==> src/rtl/sccr_pkg.sv <==
package sccr_pkg;

    // Pin clock output source, encoded as the low two register bits
    typedef enum logic [1:0] {
        PIN_PORT = 2'b00,
        PIN_FSUB = 2'b01,
        PIN_F8   = 2'b10,
        PIN_F32  = 2'b11
    } pin_src_e;

    // Register image, most significant bit first
    typedef struct packed {
        logic     cpu_on_sub;   // b7
        logic     div8;         // b6
        logic     main_stop;    // b5
        logic     sub_en;       // b4
        logic     sub_drv_hi;   // b3
        logic     wait_gate;    // b2
        pin_src_e pin_src;      // b1:b0
    } ctl_t;

    localparam int CTL_W = $bits(ctl_t);

endpackage

==> src/rtl/sccr_wr_filter.sv <==
module sccr_wr_filter
    import sccr_pkg::*;
(
    input  ctl_t             cur,
    input  logic             wr_en,
    input  logic             prot_wen,
    input  logic             sub_stable,
    input  logic [CTL_W-1:0] wr_data,
    output ctl_t             cand
);
    ctl_t wdat;
    logic accept;

    assign wdat   = ctl_t'(wr_data);
    assign accept = wr_en && prot_wen;

    always_comb begin
        cand = cur;
        if (accept) begin
            cand = wdat;
            // Sub-clock may be chosen only once it is stable
            if (wdat.cpu_on_sub && !sub_stable) begin
                cand.cpu_on_sub = cur.cpu_on_sub;
            end
            // Main clock may not stop while it is the CPU clock
            if (wdat.main_stop && !cur.cpu_on_sub) begin
                cand.main_stop = cur.main_stop;
            end
        end
    end
endmodule

==> src/rtl/sccr_force.sv <==
module sccr_force
    import sccr_pkg::*;
(
    input  ctl_t cand,
    input  logic stop_entry,
    input  logic speed_hi_mid,
    output ctl_t forced
);
    always_comb begin
        forced = cand;
        if (!cand.sub_en) begin
            forced.sub_drv_hi = 1'b1;
        end
        if (stop_entry) begin
            forced.sub_drv_hi = 1'b1;
            if (speed_hi_mid) begin
                forced.div8 = 1'b1;
            end
        end
        if (cand.main_stop) begin
            forced.div8 = 1'b1;
        end
    end
endmodule

==> src/rtl/sccr_out_decode.sv <==
module sccr_out_decode
    import sccr_pkg::*;
(
    input  ctl_t       ctl,
    input  logic       wait_mode,
    output logic [1:0] clkout_sel,
    output logic       clkout_active,
    output logic       cpu_clk_sub,
    output logic       periph_clk_en,
    output logic       sub_osc_en,
    output logic       sub_drive_hi,
    output logic       main_osc_stop,
    output logic       div8_mode,
    output logic       cm2_drive_hold
);
    always_comb begin
        clkout_sel     = ctl.pin_src;
        clkout_active  = (ctl.pin_src != PIN_PORT);
        cpu_clk_sub    = ctl.cpu_on_sub;
        periph_clk_en  = !(wait_mode && ctl.wait_gate);
        sub_osc_en     = ctl.sub_en;
        sub_drive_hi   = ctl.sub_drv_hi;
        main_osc_stop  = ctl.main_stop;
        div8_mode      = ctl.div8;
        cm2_drive_hold = ctl.main_stop;
    end
endmodule

==> src/rtl/sccr_top.sv <==
module sccr_top
    import sccr_pkg::*;
#(
    parameter logic [CTL_W-1:0] RESET_VAL = 8'h48
) (
    input  logic             clk,
    input  logic             rst_n,
    input  logic             wr_en,
    input  logic [CTL_W-1:0] wr_data,
    input  logic             prot_wen,
    input  logic             sub_stable,
    input  logic             stop_entry,
    input  logic             speed_hi_mid,
    input  logic             wait_mode,
    output logic [CTL_W-1:0] rd_data,
    output logic [1:0]       clkout_sel,
    output logic             clkout_active,
    output logic             cpu_clk_sub,
    output logic             periph_clk_en,
    output logic             sub_osc_en,
    output logic             sub_drive_hi,
    output logic             main_osc_stop,
    output logic             div8_mode,
    output logic             cm2_drive_hold
);
    ctl_t ctl_q, ctl_d;
    ctl_t cand;
    ctl_t forced;

    sccr_wr_filter i_filter (
        .cur        (ctl_q),
        .wr_en      (wr_en),
        .prot_wen   (prot_wen),
        .sub_stable (sub_stable),
        .wr_data    (wr_data),
        .cand       (cand)
    );

    sccr_force i_force (
        .cand         (cand),
        .stop_entry   (stop_entry),
        .speed_hi_mid (speed_hi_mid),
        .forced       (forced)
    );

    always_comb begin
        ctl_d = forced;
    end

    always_ff @(posedge clk or negedge rst_n) begin
        if (!rst_n) begin
            ctl_q <= ctl_t'(RESET_VAL);
        end else begin
            ctl_q <= ctl_d;
        end
    end

    assign rd_data = ctl_q;

    sccr_out_decode i_dec (
        .ctl            (ctl_q),
        .wait_mode      (wait_mode),
        .clkout_sel     (clkout_sel),
        .clkout_active  (clkout_active),
        .cpu_clk_sub    (cpu_clk_sub),
        .periph_clk_en  (periph_clk_en),
        .sub_osc_en     (sub_osc_en),
        .sub_drive_hi   (sub_drive_hi),
        .main_osc_stop  (main_osc_stop),
        .div8_mode      (div8_mode),
        .cm2_drive_hold (cm2_drive_hold)
    );
endmodule

==> config.mk <==
export PLATFORM = sky130hd
export DESIGN_NAME = sccr_top
export DESIGN_NICKNAME = d
export VERILOG_FILES = /design/src/rtl/sccr_pkg.sv /design/src/rtl/sccr_wr_filter.sv /design/src/rtl/sccr_force.sv /design/src/rtl/sccr_out_decode.sv /design/src/rtl/sccr_top.sv
export SDC_FILE = /design/constraint.sdc
export NUM_CORES = 1
export LEC_CHECK = 0
export ABC_CLOCK_PERIOD_IN_PS = 1250
export BUFFER_PORTS_ARGS = -buffer_cell sky130_fd_sc_hd__buf_2
export CORE_AREA = 2 2 39 41
export DETAILED_ROUTE_END_ITERATION = 12
export DIE_AREA = 0 0 41 43
export PLACE_DENSITY_LB_ADDON = 0.2
export SETUP_SLACK_MARGIN = 0.3
export SLEW_MARGIN = 0
export SYNTH_ARGS = -nofsm -noshare
export SYNTH_HDL_FRONTEND = slang
export SYNTH_SLANG_ARGS = --single-unit
==> constraint.sdc <==
create_clock -name clk -period 1.25 [get_ports clk]
set_input_delay 0.25 -clock clk [delete_from_list [all_inputs] [get_ports clk]]
set_output_delay 0.25 -clock clk [all_outputs]
set_load 0.01 [all_outputs]
==> results.cfg, run 1 <==
[power]
p_per_area_nw_per_um2 = 1250
power_frac_seq = 0.409
p_leak_nw = 0.324
p_int_mw = 0.571
switchingPower_mw = 0.230
clkPwrFrac = 0.263
p_sw_frac = 0.287
combPwrFrac = 0.328
ir_drop_mv = 0.667

[routing]
drt-total-wl_um = 894
detail_route.wl_per_cell_um = 11.0
drtIter0Drc = 1
dr_total_vias = 365
ant_nets = 0
vias_per_cell = 4.51
firstDrtPassIters = 3
post-route-drc-count = 0

[worst_setup_path]
r2r_slack_ps = 170
crit_type = flip-flop to primary output
end_kind = primary output
path_max_fanout = 2
critPathRequiredTime_ps = 1000
cp-start-kind = flip-flop
crit_arrival_ps = 1020

[clock_network]
cts_num_sinks = 8
cts_tree = yes
clkSlewWorstSetupHoldPaths_ps = 60
clockBufferDepth = 2
clockRootBuffer = clkbuf_4
insertion_delay_ps = 250
h-tree-depth = 1
numCtsBuffers = 3

[die]
die_w_um = 41
num_rows = 14
start_util = 0.294
io_pins = 34
die_y_um = 43
die_area_um2 = 1760
core_um2 = 1380

[synth]
synthCells = 33
synth_seq_cells = 8
synth_area_um2 = 407
ys_types = 16
syn_avg_cell_area_um2 = 12.3
synth_nets = 49
yosysWarnings = 0
synth_seq_area_share = 0.498

[timing]
fin_skew_ps = 6.52
tightest_slew_ps = 181
slew_headroom = 0.879
setup_tns_ps = -21.3
layout_min_cycle_time_ps = 1270
setup_violations = 1
fin_crit_sh = 1.02
finalHoldViolCount = 0
rsz0062_at_grt = true
slew_violations = 0
clock.fmax_ghz = 0.787
worst_slack_ps = -21.3

[grt]
antenna_found_initial = 0
grt_max_degree = 9
globalRouteTotalUtil = 0.104
grt_overflow = 0
grt_pass1_vias = 288
grt_pass1_wl_um = 1120

[outcome]
status = complete, but fails checks
violations = setup timing

[final_layout]
largest_reg_flops = 8
n_antenna_cell = 0
syn_to_final_growth_pct = 57.8
fin_util = 0.464
stdcell_count = 81
layout_commonest_cell = buf_2
nets = 82
drive_gt1_frac = 0.754
fillers = 143
layout_common_cells = 26 x buf_2, 9 x buf_6, 6 x dfrtp_1, 4 x mux2_2, 3 x clkbuf_4
final_area_um2 = 642

[place]
place_area_um2 = 534
port_buffers = 33
dp_cells = 74
place_congestion = 0.560
dp_slack_ps = 92.3
dp_hpwl_um = 650

[min_path]
hp-class = input port to flip-flop

[job]
maxCapViolations = 0
-- critical path: stages (launching register included) --
cell,delay (ps)
dfrtp_1,400
or2_4,250
buf_6,120
-- power groups by stage --
stage | combinational (mW) | sequential, mW | clock (mW)
after floorplan | 0.134 | 0.346 | 0
after global placement | 0.217 | 0.329 | 0
after detailed placement | 0.216 | 0.329 | 0
after CTS | 0.263 | 0.328 | 0.224
after global routing | 0.283 | 0.333 | 0.232
final | 0.263 | 0.327 | 0.211
-- what timing repair did --
action / CTS / global route
gates resized for setup: 8 / 2
endpoints found under the hold margin: 6 / 0
endpoints found under the setup margin: 19 / 19
setup buffers: 2 / 0
hold buffers: 1 / 0
pin swaps: 3 / 2
-- cell usage after synthesis (all sizes together) --
master  count  share of area
buf         8           0.15
dfrtp       6           0.37
mux2        5           0.15
dfstp       2           0.13
nand2       2          0.037
nor2        2          0.018
a211o       1          0.022
a21o        1          0.018
a31oi       1          0.015
and3        1          0.015
nand3b      1          0.018
nand4b      1          0.022
o22a        1          0.025
or2         1          0.015
-- layer usage --
metal / track usage / vias to the layer above / share of wire
met5: 0 / - / 0
met4: 0.0600 / 0 / 0
met3: 0.0628 / 0 / 0.13
met2: 0.147 / 26 / 0.47
met1: 0.114 / 166 / 0.40
li1: - / 173 / -
-- per-stage QoR --
step,total power [mW],hold WS [ps]
after global routing,0.848,191
final,0.801,200
after CTS,0.815,193
after floorplan,0.480,-45.6
after global placement,0.546,107
after detailed placement,0.545,100
-- layout make-up --
class / count / area (µm²) / share of cell area
multi-input cells: 17 / 151 / 0.236
repair buffers: 36 / 241 / 0.376
well taps: 16 / 20.0 / 0.0312
clock buffers: 4 / 26.3 / 0.0409
flip-flops and latches: 8 / 203 / 0.316
-- cells by family after synthesis --
group | share of synthesized area
buffers and inverters | 0.148
AND/OR/NAND/NOR | 0.126
AO/OA/AOI/OAI | 0.0800
multiplexers | 0.148
flip-flops | 0.498
-- worst paths after layout --
kind,from,to,cells after the start
setup / recovery,rd_data[0],clkout_active,2
hold / removal,stop_entry,rd_data[3],2
setup reg to reg,rd_data[6],rd_data[6],3
hold reg to reg,rd_data[2],rd_data[2],1
max in group asynchronous,rst_n,rd_data[6],2
min in group asynchronous,rst_n,rd_data[1],2
Note: power is estimated with default switching activity, not from simulation.
==> run 2: changes to the inputs <==
--- a/config.mk
+++ b/config.mk
@@ -7,9 +7,9 @@
 export LEC_CHECK = 0
 export ABC_CLOCK_PERIOD_IN_PS = 1250
 export BUFFER_PORTS_ARGS = -buffer_cell sky130_fd_sc_hd__buf_2
-export CORE_AREA = 2 2 39 41
+export CORE_AREA = 10 10 47 49
 export DETAILED_ROUTE_END_ITERATION = 12
-export DIE_AREA = 0 0 41 43
+export DIE_AREA = 0 0 57 59
 export PLACE_DENSITY_LB_ADDON = 0.2
 export SETUP_SLACK_MARGIN = 0.3
 export SLEW_MARGIN = 0
==> run 2 against run 1 <==
Against the previous run:
- the flow now finishes without violations
- clock power hardly changed
- largest cell class unchanged
- worst setup slack better by 23 ps
- count of clock-buffer cells in the layout stayed put
- first-iteration DRC count grew to 8.0 times the previous value
- hold slack better by 11 ps
- non-clock buffer count is 2 higher
- total power is 6.8% higher
- critical path depth stayed put
- wire length is 33% higher
- sequential cell count stayed put
==> results.cfg, run 2 (synthesis gave the netlist of run 1 again) <==
[outcome]
status = finished, final reports clean

[die]
die_y_um = 59
num_rows = 14
die_area_um2 = 3360
die_w_um = 57
core_um2 = 1400
io_pins = 34
start_util = 0.290

[power]
clkPwrFrac = 0.247
p_int_mw = 0.609
combPwrFrac = 0.372
p_leak_nw = 0.341
power_frac_seq = 0.381
switchingPower_mw = 0.247
p_sw_frac = 0.288
p_per_area_nw_per_um2 = 1280
ir_drop_mv = 0.553

[worst_setup_path]
reg2reg_depth = 3
worst-path-stages = 2
path_buf_inv = 1
path_max_fanout = 2
path_delay_family = flip-flops
critPathRequiredTime_ps = 1000
end_kind = primary output
crit_type = flip-flop to primary output
slowest_stage = dfrtp_1
cpPeakStageDelay_ps = 380
cp-start-kind = flip-flop
path_cells = or2_4 > buf_6
crit_arrival_ps = 1000

[timing]
fin_crit_sh = 0.998
tightest_slew_ps = 179
rsz0062_at_grt = true
slew_headroom = 0.881
layout_min_cycle_time_ps = 1250
clock.fmax_ghz = 0.801
slew_violations = 0
finalHoldViolCount = 0
setup_tns_ps = 0
setup_violations = 0
fin_skew_ps = 6.96

[grt]
globalRouteTotalUtil = 0.0729
grt_pass1_wl_um = 1960
grt_overflow = 0
grt_max_degree = 9
grt_pass1_vias = 449
antenna_found_initial = 0

[routing]
drtIter0Drc = 8
dr_total_vias = 361
ant_nets = 0
drt-total-wl_um = 1190
firstDrtPassIters = 4
post-route-drc-count = 0
vias_per_cell = 4.35
detail_route.wl_per_cell_um = 14.3

[place]
port_buffers = 33
place_congestion = 0.621
dp_hpwl_um = 946

[job]
maxCapViolations = 0

[clock_network]
cts_num_sinks = 8
h-tree-depth = 1
clockRootBuffer = clkbuf_4
cts_tree = yes
insertion_delay_ps = 250
clkSlewWorstSetupHoldPaths_ps = 60
clockBufferDepth = 2
numCtsBuffers = 3

[final_layout]
n_antenna_cell = 0
fin_util = 0.479
layout_commonest_cell = buf_2
nets = 84
syn_to_final_growth_pct = 64.9
largest_reg_flops = 8
drive_gt1_frac = 0.746
layout_common_cells = 23 x buf_2, 12 x buf_6, 6 x dfrtp_1, 4 x mux2_2, 3 x clkbuf_4

[min_path]
hp-class = input port to flip-flop
hold_depth = 2
## run 2: per-layer routing
layer | wire length [µm] | vias up | global-route usage | part of all wire
li1 | - | 175 | - | -
met1 | 451 | 166 | 0.0733 | 0.38
met2 | 570 | 20 | 0.118 | 0.48
met3 | 163 | 0 | 0.0472 | 0.14
met4 | 0 | 0 | 0.0302 | 0
met5 | 0 | - | 0 | 0
## run 2: per-stage QoR
step           std cells  setup slack [ps]  total power [mW]  hold WS (ps)  cell area, µm²
2_1_floorplan         33               201             0.480         -45.6             409
3_3_place_gp          74               106             0.556           104             534
3_5_place_dp          74              91.7             0.556           100             534
4_1_cts               82             -7.96             0.852           208             657
5_1_grt               83             -41.5             0.917           216             671
6_report              83              2.07             0.855           212             671
## run 2: area by class of cell
class / instances / area (µm²)
fill: 134 / 731
multi-input combinational: 17 / 146
timing repair buffer: 38 / 275
tap: 16 / 20.0
clock buffer: 4 / 26.3
sequential: 8 / 203
## run 2: final timing paths
check,from,to,slack [ps]
max,rd_data[1],clkout_active,2
min,stop_entry,rd_data[3],210
max reg2reg,rd_data[7],rd_data[6],200
min reg2reg,rd_data[2],rd_data[2],540
max in group asynchronous,rst_n,rd_data[3],650
min in group asynchronous,rst_n,rd_data[7],360
## run 2: repair_timing
action / CTS / global route
hold buffers: 1 / 0
gates resized for setup: 11 / 1
setup buffers: 3 / 1
hold endpoints to repair: 6 / 0
pin swaps: 2 / 1
setup endpoints to repair: 19 / 20
## run 2: power by group through the flow
stage	clock, mW	sequential (mW)	combinational (mW)
after floorplan	0	0.346	0.134
after global placement	0	0.329	0.227
after detailed placement	0	0.330	0.226
after CTS	0.221	0.325	0.306
after global routing	0.240	0.332	0.345
final	0.211	0.326	0.318
==> run 3: changes to the inputs <==
--- a/config.mk
+++ b/config.mk
@@ -7,10 +7,11 @@
 export LEC_CHECK = 0
 export ABC_CLOCK_PERIOD_IN_PS = 1250
 export BUFFER_PORTS_ARGS = -buffer_cell sky130_fd_sc_hd__buf_2
-export CORE_AREA = 10 10 47 49
+export CORE_AREA = 2 2 39 41
 export DETAILED_ROUTE_END_ITERATION = 12
-export DIE_AREA = 0 0 57 59
+export DIE_AREA = 0 0 41 43
 export PLACE_DENSITY_LB_ADDON = 0.2
+export RECOVER_POWER = 100
 export SETUP_SLACK_MARGIN = 0.3
 export SLEW_MARGIN = 0
 export SYNTH_ARGS = -nofsm -noshare
==> run 3 against run 2 <==
Against the previous run:
- the flow now finishes with violations (setup timing)
- hold slack worse by 8.7 ps
- via count is 1.1% higher
- count of clock-buffer cells in the layout stayed put
- largest cell class is now sequential cells
- maximum frequency is 1.9% lower
- highest routed layer unchanged
- clock power hardly changed
- total power is 11% lower
- critical endpoint unchanged
==> results.cfg, run 3 (synthesis gave the netlist of run 1 again) <==
[routing]
drtIter0Drc = 1
detail_route.wl_per_cell_um = 11.1
post-route-drc-count = 0
dr_total_vias = 365
firstDrtPassIters = 4
ant_nets = 0
drt-total-wl_um = 903
vias_per_cell = 4.51

[final_layout]
fillers = 153
layout_commonest_cell = buf_2
regArea_um2 = 203
syn_to_final_growth_pct = 45.5
n_antenna_cell = 0
largest_reg_flops = 8
stdcell_count = 81
layout_common_cells = 16 x buf_2, 14 x clkbuf_1, 6 x dfrtp_1, 4 x mux2_2, 4 x buf_6
multiInputGateArea_um2 = 146
drive_gt1_frac = 0.508
nets = 82

[job]
maxCapViolations = 0

[outcome]
violations = setup timing
status = complete, but fails checks

[min_path]
hp-start = stop_entry
hold_depth = 2
min_delay_worst_endpoint = rd_data[3]
hp-class = input port to flip-flop

[power]
power_mw = 0.765
combPwrFrac = 0.298
p_sw_frac = 0.298
switchingPower_mw = 0.228
p_int_mw = 0.537
p_per_area_nw_per_um2 = 1290
ir_drop_mv = 0.630
p_leak_nw = 0.276
clkPwrFrac = 0.275
power_frac_seq = 0.427

[timing]
layout_min_cycle_time_ps = 1270
hold_slack_ps = 203
worst_slack_ps = -21.7
fin_skew_ps = 6.91
setup_violations = 1
rsz0062_at_grt = true
clock.fmax_ghz = 0.786
slew_headroom = 0.713
fin_crit_sh = 1.02
slew_violations = 0
tightest_slew_ps = 430
finalHoldViolCount = 0

[place]
place_congestion = 0.560
dp_hpwl_um = 650
dp_slack_ps = 92.3
port_buffers = 33
dp_cells = 74

[worst_setup_path]
cp-start-kind = flip-flop
path_max_fanout = 2
critPathRequiredTime_ps = 1000
rr_endpoint = rd_data[6]
crit_arrival_ps = 1020
reg2reg_depth = 3
r2r_slack_ps = 160
end_kind = primary output
reg2reg_from = rd_data[6]
crit_type = flip-flop to primary output

[clock_network]
insertion_delay_ps = 250
clockBufferDepth = 2
cts_tree = yes
h-tree-depth = 1
cts_num_sinks = 8
numCtsBuffers = 3
clockRootBuffer = clkbuf_4
clkSlewWorstSetupHoldPaths_ps = 60

[die]
die_y_um = 43
core_um2 = 1380
die_area_um2 = 1760
start_util = 0.294
die_w_um = 41
io_pins = 34
num_rows = 14

[grt]
grtUsageMet3 = 0.0628
grt_util_met1 = 0.114
globalRouteTotalUtil = 0.104
grt_pass1_vias = 288
grt_overflow = 0
grt_max_degree = 9
antenna_found_initial = 0
grt-busiest-layer = met2
gr-usage-met2 = 0.147
grt_pass1_wl_um = 1120
run 3: metal layers:
layer	share of wire	vias up	wire, µm
met5	0	-	0
met4	0	0	0
met3	0.13	0	113
met2	0.46	26	412
met1	0.42	166	377
li1	-	173	-
run 3: layout make-up:
cell class / instances / share of cell area
sequential: 8 / 0.342
timing repair buffer: 36 / 0.332
multi-input combinational: 17 / 0.247
clock buffer: 4 / 0.0444
tap: 16 / 0.0338
run 3: timing repair:
action,4_1_cts,5_1_grt
endpoints found under the setup margin,19,19
gates resized for setup,8,2
hold buffers,1,0
hold endpoints to repair,6,0
buffers inserted,2,0
pin swaps,3,2
run 3: how the worst max path moves through the flow:
stage	from	end
2_1_floorplan	rd_data[7]	rd_data[6]
3_3_place_gp	wr_en	rd_data[6]
3_5_place_dp	wr_en	rd_data[6]
4_1_cts	rd_data[1]	clkout_active
5_1_grt	rd_data[1]	clkout_active
6_report	rd_data[0]	clkout_active
run 3: power by group through the flow:
stage                     sequential, mW  clock, mW  combinational (mW)
after global placement             0.329          0               0.217
final                              0.327      0.210               0.228
after CTS                          0.328      0.224               0.263
after detailed placement           0.329          0               0.216
after floorplan                    0.346          0               0.134
after global routing               0.332      0.232               0.247
run 3: critical path, cell delays in order (launching register included):
cell     delay [ps]
dfrtp_1         400
or2_4           250
buf_6           120
run 3: stage by stage:
step | TNS, ps | util | instance area (µm²)
2_1_floorplan | 0 | - | 409
6_report | -21.7 | 0.428 | 592
5_1_grt | -59.1 | 0.428 | 592
3_5_place_dp | 0 | 0.386 | 534
4_1_cts | -36.1 | 0.458 | 633
3_3_place_gp | 0 | 0.386 | 534
